$ cat src/rtl/ctf_pkg.sv
package ctf_pkg;

    // Per-slot update choice made by the controller each cycle
    typedef enum logic [1:0] {
        SLOT_SHIFT  = 2'd0,
        SLOT_HOLD   = 2'd1,
        SLOT_BUBBLE = 2'd2,
        SLOT_LOAD   = 2'd3
    } slot_op_e;

    // Stages that may raise a timing error: not fetch, not the stabilization stage
    function automatic logic is_critical(input int idx, input int n_stages);
        return (idx >= 1) && (idx <= n_stages - 2);
    endfunction

endpackage

$ cat src/rtl/ctf_slot_pipe.sv
module ctf_slot_pipe
    import ctf_pkg::*;
#(
    parameter int STAGES = 6,
    parameter int TAG_W  = 8
) (
    input  logic                     clk,
    input  logic                     rst,
    input  slot_op_e                 op [STAGES],
    input  logic [STAGES-1:0]        kill,
    input  logic                     load_valid,
    input  logic [TAG_W-1:0]         load_tag,
    output logic [STAGES-1:0]        valid_q,
    output logic [STAGES*TAG_W-1:0]  tag_q
);

    for (genvar i = 0; i < STAGES; i++) begin : g_slot
        logic             v_src;
        logic [TAG_W-1:0] t_src;
        logic             v_r;
        logic [TAG_W-1:0] t_r;

        if (i == 0) begin : g_head
            assign v_src = load_valid;
            assign t_src = load_tag;
        end else begin : g_body
            assign v_src = valid_q[i-1] & ~kill[i-1];
            assign t_src = tag_q[(i-1)*TAG_W +: TAG_W];
        end

        always_ff @(posedge clk) begin
            if (rst) begin
                v_r <= 1'b0;
                t_r <= '0;
            end else if (op[i] == SLOT_BUBBLE) begin
                v_r <= 1'b0;
            end else if (op[i] != SLOT_HOLD) begin
                v_r <= v_src;
                t_r <= t_src;
            end
        end

        assign valid_q[i]              = v_r;
        assign tag_q[i*TAG_W +: TAG_W] = t_r;
    end

endmodule

$ cat src/rtl/ctf_err_arb.sv
module ctf_err_arb
    import ctf_pkg::*;
#(
    parameter int STAGES = 6,
    parameter int ID_W   = 3
) (
    input  logic              clk,
    input  logic              rst,
    input  logic [STAGES-1:0] err,
    input  logic [STAGES-1:0] slot_valid,
    input  logic              train_valid,
    input  logic [ID_W-1:0]   train_pos,
    output logic              launch,
    output logic [ID_W-1:0]   launch_idx,
    output logic [STAGES-1:0] hold
);

    logic [STAGES-1:0] elig;

    // A stage may start recovery only if critical, occupied and ahead of any token
    always_comb begin
        elig = '0;
        for (int i = 0; i < STAGES; i++) begin
            if (is_critical(i, STAGES) && err[i] && slot_valid[i] &&
                (!train_valid || (i > int'(train_pos)))) begin
                elig[i] = 1'b1;
            end
        end
    end

    // Ascending scan: the last hit is the one nearest write-back
    always_comb begin
        launch     = 1'b0;
        launch_idx = '0;
        hold       = '0;
        for (int i = 0; i < STAGES; i++) begin
            if (elig[i]) begin
                launch     = 1'b1;
                launch_idx = ID_W'(i);
            end
        end
        if (launch) hold[launch_idx] = 1'b1;
    end


    single_winner_chk: assert property (@(posedge clk) disable iff (rst)
        $onehot0(hold));

    for (genvar i = 0; i < STAGES; i++) begin : g_prio_chk

        nearest_wb_wins_chk: assert property (@(posedge clk) disable iff (rst)
            elig[i] |-> (launch && (int'(launch_idx) >= i)));
    end


    replace_ahead_only_chk: assert property (@(posedge clk) disable iff (rst)
        (train_valid && launch) |-> (int'(launch_idx) > int'(train_pos)));

endmodule

$ cat src/rtl/ctf_flush_train.sv
module ctf_flush_train #(
    parameter int STAGES = 6,
    parameter int ID_W   = 3,
    parameter int TAG_W  = 8
) (
    input  logic              clk,
    input  logic              rst,
    input  logic              launch,
    input  logic [ID_W-1:0]   launch_idx,
    input  logic [TAG_W-1:0]  launch_tag,
    output logic              train_valid,
    output logic [ID_W-1:0]   train_pos,
    output logic [ID_W-1:0]   train_id,
    output logic [STAGES-1:0] kill,
    output logic              restart,
    output logic [TAG_W-1:0]  restart_tag
);

    always_ff @(posedge clk) begin
        if (rst) begin
            train_valid <= 1'b0;
            train_pos   <= '0;
            train_id    <= '0;
            restart_tag <= '0;
        end else if (launch) begin
            train_valid <= 1'b1;
            train_pos   <= launch_idx - 1'b1;
            train_id    <= launch_idx;
            restart_tag <= launch_tag + 1'b1;
        end else if (train_valid) begin
            if (train_pos == '0) train_valid <= 1'b0;
            else                 train_pos   <= train_pos - 1'b1;
        end
    end

    // Two slots per hop: the token's own stage and the one just upstream
    always_comb begin
        for (int j = 0; j < STAGES; j++) begin
            kill[j] = train_valid &&
                      ((int'(train_pos) == j) || (int'(train_pos) == j + 1));
        end
    end

    assign restart = train_valid && (train_pos == '0);


    token_walks_chk: assert property (@(posedge clk) disable iff (rst)
        (train_valid && (train_pos != '0) && !launch)
            |=> (train_valid && (train_pos == $past(train_pos) - 1'b1)));


    token_id_kept_chk: assert property (@(posedge clk) disable iff (rst)
        (train_valid && !launch) |=> ($stable(train_id) || !train_valid));

endmodule

$ cat src/rtl/ctflush_ctrl.sv
module ctflush_ctrl
    import ctf_pkg::*;
#(
    parameter int  STAGES = 6,
    parameter int  TAG_W  = 8,
    localparam int ID_W   = (STAGES > 1) ? $clog2(STAGES) : 1
) (
    input  logic                     clk,
    input  logic                     rst,
    input  logic                     fetch_valid_i,
    input  logic [TAG_W-1:0]         fetch_tag_i,
    input  logic [STAGES-1:0]        stage_err_i,
    output logic                     fetch_en_o,
    output logic [STAGES-1:0]        slot_valid_o,
    output logic [STAGES*TAG_W-1:0]  slot_tag_o,
    output logic [STAGES-1:0]        bubble_o,
    output logic [STAGES-1:0]        hold_o,
    output logic [STAGES-1:0]        kill_o,
    output logic                     train_valid_o,
    output logic [ID_W-1:0]          train_pos_o,
    output logic [ID_W-1:0]          train_id_o,
    output logic                     restart_o,
    output logic [TAG_W-1:0]         restart_tag_o
);

    logic              launch;
    logic [ID_W-1:0]   launch_idx;
    logic [TAG_W-1:0]  errant_tag;
    logic [STAGES-1:0] train_kill;
    slot_op_e          op [STAGES];

    ctf_err_arb #(
        .STAGES (STAGES),
        .ID_W   (ID_W)
    ) u_arb (
        .clk         (clk),
        .rst         (rst),
        .err         (stage_err_i),
        .slot_valid  (slot_valid_o),
        .train_valid (train_valid_o),
        .train_pos   (train_pos_o),
        .launch      (launch),
        .launch_idx  (launch_idx),
        .hold        (hold_o)
    );

    assign errant_tag = slot_tag_o[launch_idx*TAG_W +: TAG_W];

    ctf_flush_train #(
        .STAGES (STAGES),
        .ID_W   (ID_W),
        .TAG_W  (TAG_W)
    ) u_train (
        .clk         (clk),
        .rst         (rst),
        .launch      (launch),
        .launch_idx  (launch_idx),
        .launch_tag  (errant_tag),
        .train_valid (train_valid_o),
        .train_pos   (train_pos_o),
        .train_id    (train_id_o),
        .kill        (train_kill),
        .restart     (restart_o),
        .restart_tag (restart_tag_o)
    );

    // Fetch is held off for the whole trip of a token
    assign fetch_en_o = !train_valid_o;

    // Launch drops the instruction just upstream of the held stage
    assign kill_o   = train_kill | (hold_o >> 1);
    assign bubble_o = hold_o << 1;

    for (genvar i = 0; i < STAGES; i++) begin : g_op
        if (i == 0) begin : g_fetch
            assign op[i] = hold_o[i] ? SLOT_HOLD : SLOT_LOAD;
        end else begin : g_stage
            assign op[i] = hold_o[i]   ? SLOT_HOLD   :
                           hold_o[i-1] ? SLOT_BUBBLE : SLOT_SHIFT;
        end
    end

    ctf_slot_pipe #(
        .STAGES (STAGES),
        .TAG_W  (TAG_W)
    ) u_slots (
        .clk        (clk),
        .rst        (rst),
        .op         (op),
        .kill       (kill_o),
        .load_valid (fetch_valid_i & fetch_en_o),
        .load_tag   (fetch_tag_i),
        .valid_q    (slot_valid_o),
        .tag_q      (slot_tag_o)
    );


    bubble_lands_chk: assert property (@(posedge clk) disable iff (rst)
        (|bubble_o) |=> ((slot_valid_o & $past(bubble_o)) == '0));


    held_stays_chk: assert property (@(posedge clk) disable iff (rst)
        (|hold_o) |=> ((slot_valid_o & $past(hold_o)) == $past(hold_o)));


    fetch_quiet_chk: assert property (@(posedge clk) disable iff (rst)
        train_valid_o |=> !slot_valid_o[0]);


    restart_ends_chk: assert property (@(posedge clk) disable iff (rst)
        (restart_o && !(|hold_o)) |=> !train_valid_o);


    edge_err_ignored_chk: assert property (@(posedge clk) disable iff (rst)
        ((stage_err_i & ~(stage_err_i[0] ? STAGES'(1) : '0)
                      & ~(stage_err_i[STAGES-1] ? (STAGES'(1) << (STAGES-1)) : '0)) == '0)
            |-> (hold_o == '0));

endmodule

$ cat config.mk
export PLATFORM = sky130hd
export DESIGN_NAME = ctflush_ctrl
export DESIGN_NICKNAME = d
export VERILOG_FILES = /design/src/rtl/ctf_pkg.sv /design/src/rtl/ctf_slot_pipe.sv /design/src/rtl/ctf_err_arb.sv /design/src/rtl/ctf_flush_train.sv /design/src/rtl/ctflush_ctrl.sv
export SDC_FILE = /design/constraint.sdc
export NUM_CORES = 1
export LEC_CHECK = 0
export BUFFER_PORTS_ARGS = -buffer_cell sky130_fd_sc_hd__buf_2
export CAP_MARGIN = 15
export CORE_AREA = 2 2 95 97
export CTS_CLUSTER_DIAMETER = 150
export CTS_CLUSTER_SIZE = 10
export DETAILED_ROUTE_END_ITERATION = 12
export DIE_AREA = 0 0 97 99
export GPL_ROUTABILITY_DRIVEN = 0
export GPL_TIMING_DRIVEN = 1
export HOLD_SLACK_MARGIN = 0.03
export RECOVER_POWER = 100
export SLEW_MARGIN = 20
export SYNTH_ARGS = -nofsm -noshare
export SYNTH_HDL_FRONTEND = slang
export SYNTH_SLANG_ARGS = --single-unit
$ cat constraint.sdc
create_clock -name clk -period 3.9 [get_ports clk]
set_clock_uncertainty 0.05 [all_clocks]
set_input_delay 0.195 -clock clk [delete_from_list [all_inputs] [get_ports clk]]
set_output_delay 0.195 -clock clk [all_outputs]
set_load 0.02 [all_outputs]
==> run summary <==
Failing checks: capacitance limit, slew limit
Fin Setup TNS: 0 ns
Critical hold path startpoint: fetch_valid_i
Post_cts resized: 0
Placed insts: 567
Final Cell Area: 3960 µm²
Setup slack, reg-to-reg: 0.37 ns
Die extent in x: 97 µm
Min-delay worst type: input pin to flop
DP Area: 3820 µm²
DRT Pass-1 Iters: 4
Min Hold Slack: 0.0688 ns
TritonCTS Buffers: 9
Area leader, netlist: dfxtp_1
Post-synth EDFFs: 0
Power, Total: 1.71 mW
Fill cells: 878
Synth warn: 0
Primary FF master, synth: dfxtp_1
Worst-margin pin slew: 1.98 ns
First-pass GRT wire length: 14600 µm
Crit path max fanout: 10
Yosys reg bits: 69
Yosys cell types: 60
Fin util: 0.464
Final HPWL DP: 6390 µm
Vias: 2999
Setup CP Type: flop to flop
Post-synth top area share: 0.416
Mapped Area: 3320 µm²
Area of the core: 8550 µm²
Worst reg2reg path depth: 13
Most frequent cell after synthesis: dfxtp_1
Final hold violations: 0
CTS Sinks: 69
Setup violators final: 0
Port buffer count: 99
Final Net Count: 502
Share of layout cells above drive strength 1: 0.116
GRT Util Overall: 0.187
Clock-pin slew on the worst setup and hold paths: 0.08 ns
Diodes inserted: 0
Worst Hold End: u_slots.g_slot[0].v_r$_SDFFE_PP0N_
Finished Layout Cells: 590
Drt first-iter violations: 128
Critical R2R Launch: u_train.train_pos[0]$_SDFFE_PP0P_
Tcrit/Tclk final: 0.904
Final antenna-violating net count: 0
Per-cell routed wire length: 15.2 µm
Final Slew Violations: 45
Vias in the first global route: 2793
Worst skew pair latency: 0.34 ns
Place WS: 0.411 ns
Die Height: 99 µm
Max Freq: 284 MHz
Syn_area_per_cell: 8.67 µm²
Grt ovf: 0
Minimum clock period: 3.53 ns
Synth top cells by count: dfxtp_1 (69), nand2_1 (53), nor2_1 (48)
Rows: 34
Synth area leaders: dfxtp_1 (42%), mux2i_1 (7.8%), nand2_1 (6.0%), nor2_1 (5.4%), a21oi_1 (4.2%)
Power Density: 431 nW/µm²
Reg-to-reg critical path endpoint: u_train.restart_tag[6]$_SDFFE_PP0N_
Required @ worst endpoint: 4.08 ns
Largest net degree at the start of global routing: 45
Max-slew headroom: -0.321
Setup ws final: 0.373 ns
Fraction of the yosys area taken by sequential cells: 0.416
Critical path arrival: 3.71 ns
Status: finished with violations
Initial antenna violation count: 0
Async SR Flop Fraction: 0
Startpoint types: flop
Hold path cells: 2
CP endpoint kind: flop
Synth Instances: 383
Die area: 9600 µm²
Initial Util: 0.388
Residual DRC: 0
Unrepaired setup endpoints after global routing: no
H-tree depth: 3
Overall routed net length: 8980 µm
Max VDD drop: 225 µV
I/O Pins: 106
Max Cap Viol: 1
Layout area overhead: 19.4%
Via/cell ratio: 5.08
CTS Buffer Depth: 2
CTS tree: yes
Clock Tree Root: clkbuf_8
Leakage: 1.60 nW
-- cell type report --
cell class,count,area (µm²),area share
clock inverter,4,47.5,0.0120
multi-input combinational,271,1690,0.425
tap,108,135,0.0341
timing repair buffer,114,514,0.130
sequential,69,1380,0.348
inverter,13,48.8,0.0123
clock buffer,11,151,0.0382
-- logic make-up (layout without fill, tap and decap cells) --
group / Yosys count / after routing / synth area share
buffers and inverters: 46 / 142 / 0.0727
multiplexers: 29 / 29 / 0.0897
flip-flops: 69 / 69 / 0.416
AND/OR/NAND/NOR: 147 / 147 / 0.209
AO/OA/AOI/OAI: 77 / 77 / 0.167
other: 1 / 4 / 0.00113
XOR/XNOR: 7 / 7 / 0.0185
adder cells (fa/ha/maj): 7 / 7 / 0.0264
-- where the power goes --
part / switching, mW / internal (mW)
Clock: 0.267 / 0.325
Combinational: 0.220 / 0.113
Sequential: 0.0443 / 0.739
-- critical path, cell delays in order (launching register included) --
cell,delay [ns]
dfxtp_1,0.51
inv_1,0.16
ha_1,0.29
a211o_1,0.27
a21o_1,0.24
a21oi_4,0.34
mux2_2,0.39
o21ai_1,0.28
inv_1,0.09
ha_1,0.25
nand3_1,0.09
nor4_2,0.05
xor2_1,0.16
a211oi_1,0.24
-- per-layer routing --
layer  wire length, µm  GRT usage  up-vias
li1                  -          -     1505
met1              4310      0.269     1408
met2              4140      0.283       78
met3               437     0.0348        8
met4                96     0.0607        0
met5                 0          0        -
-- flip-flops by register name, indices dropped and copies added (netlist names) --
signal / flops
u_train.train_valid: 1
u_train.train_pos: 3
u_slots.g_slot.t_r: 48
u_train.train_id: 3
u_train.restart_tag: 8
u_slots.g_slot.v_r: 6
-- cells in the final DEF (no fill, tap or decap), drive strengths merged, types with 2 or more instances in the layout --
master,n
a21o,3
mux2,3
nor2b,8
clkinv,3
a31oi,4
a31o,3
mux2i,26
a211oi,6
nand2,54
buf,19
o211ai,3
nand4,6
a22oi,2
o221ai,2
clkbuf,98
xor2,3
dfxtp,69
ha,7
xnor2,4
a21oi,29
nand3,11
o21ai,16
inv,12
nor2,51
nor3,8
nor3b,3
conb,4
dlygate4sd3,8
-- worst max-delay path by stage --
stage	to	from	slack, ns	cells after the start
2_1_floorplan	u_train.restart_tag[4]$_SDFFE_PP0N_	u_train.train_pos[0]$_SDFFE_PP0P_	0.71	12
3_3_place_gp	u_train.restart_tag[4]$_SDFFE_PP0N_	u_train.train_pos[0]$_SDFFE_PP0P_	0.53	12
3_5_place_dp	u_train.restart_tag[6]$_SDFFE_PP0N_	u_train.train_pos[0]$_SDFFE_PP0P_	0.41	13
4_1_cts	u_train.restart_tag[6]$_SDFFE_PP0N_	u_train.train_pos[0]$_SDFFE_PP0P_	0.38	13
5_1_grt	u_train.restart_tag[4]$_SDFFE_PP0N_	u_train.train_pos[0]$_SDFFE_PP0P_	0.12	12
6_report	u_train.restart_tag[6]$_SDFFE_PP0N_	u_train.train_pos[0]$_SDFFE_PP0P_	0.37	13
-- what timing repair did --
| action | 4_1_cts | 5_1_grt |
|---|---|---|
| buffers inserted | 0 | 0 |
| endpoints found under the hold margin | 8 | 0 |
| hold buffers | 8 | 0 |
(Power assumes the default switching activity.)
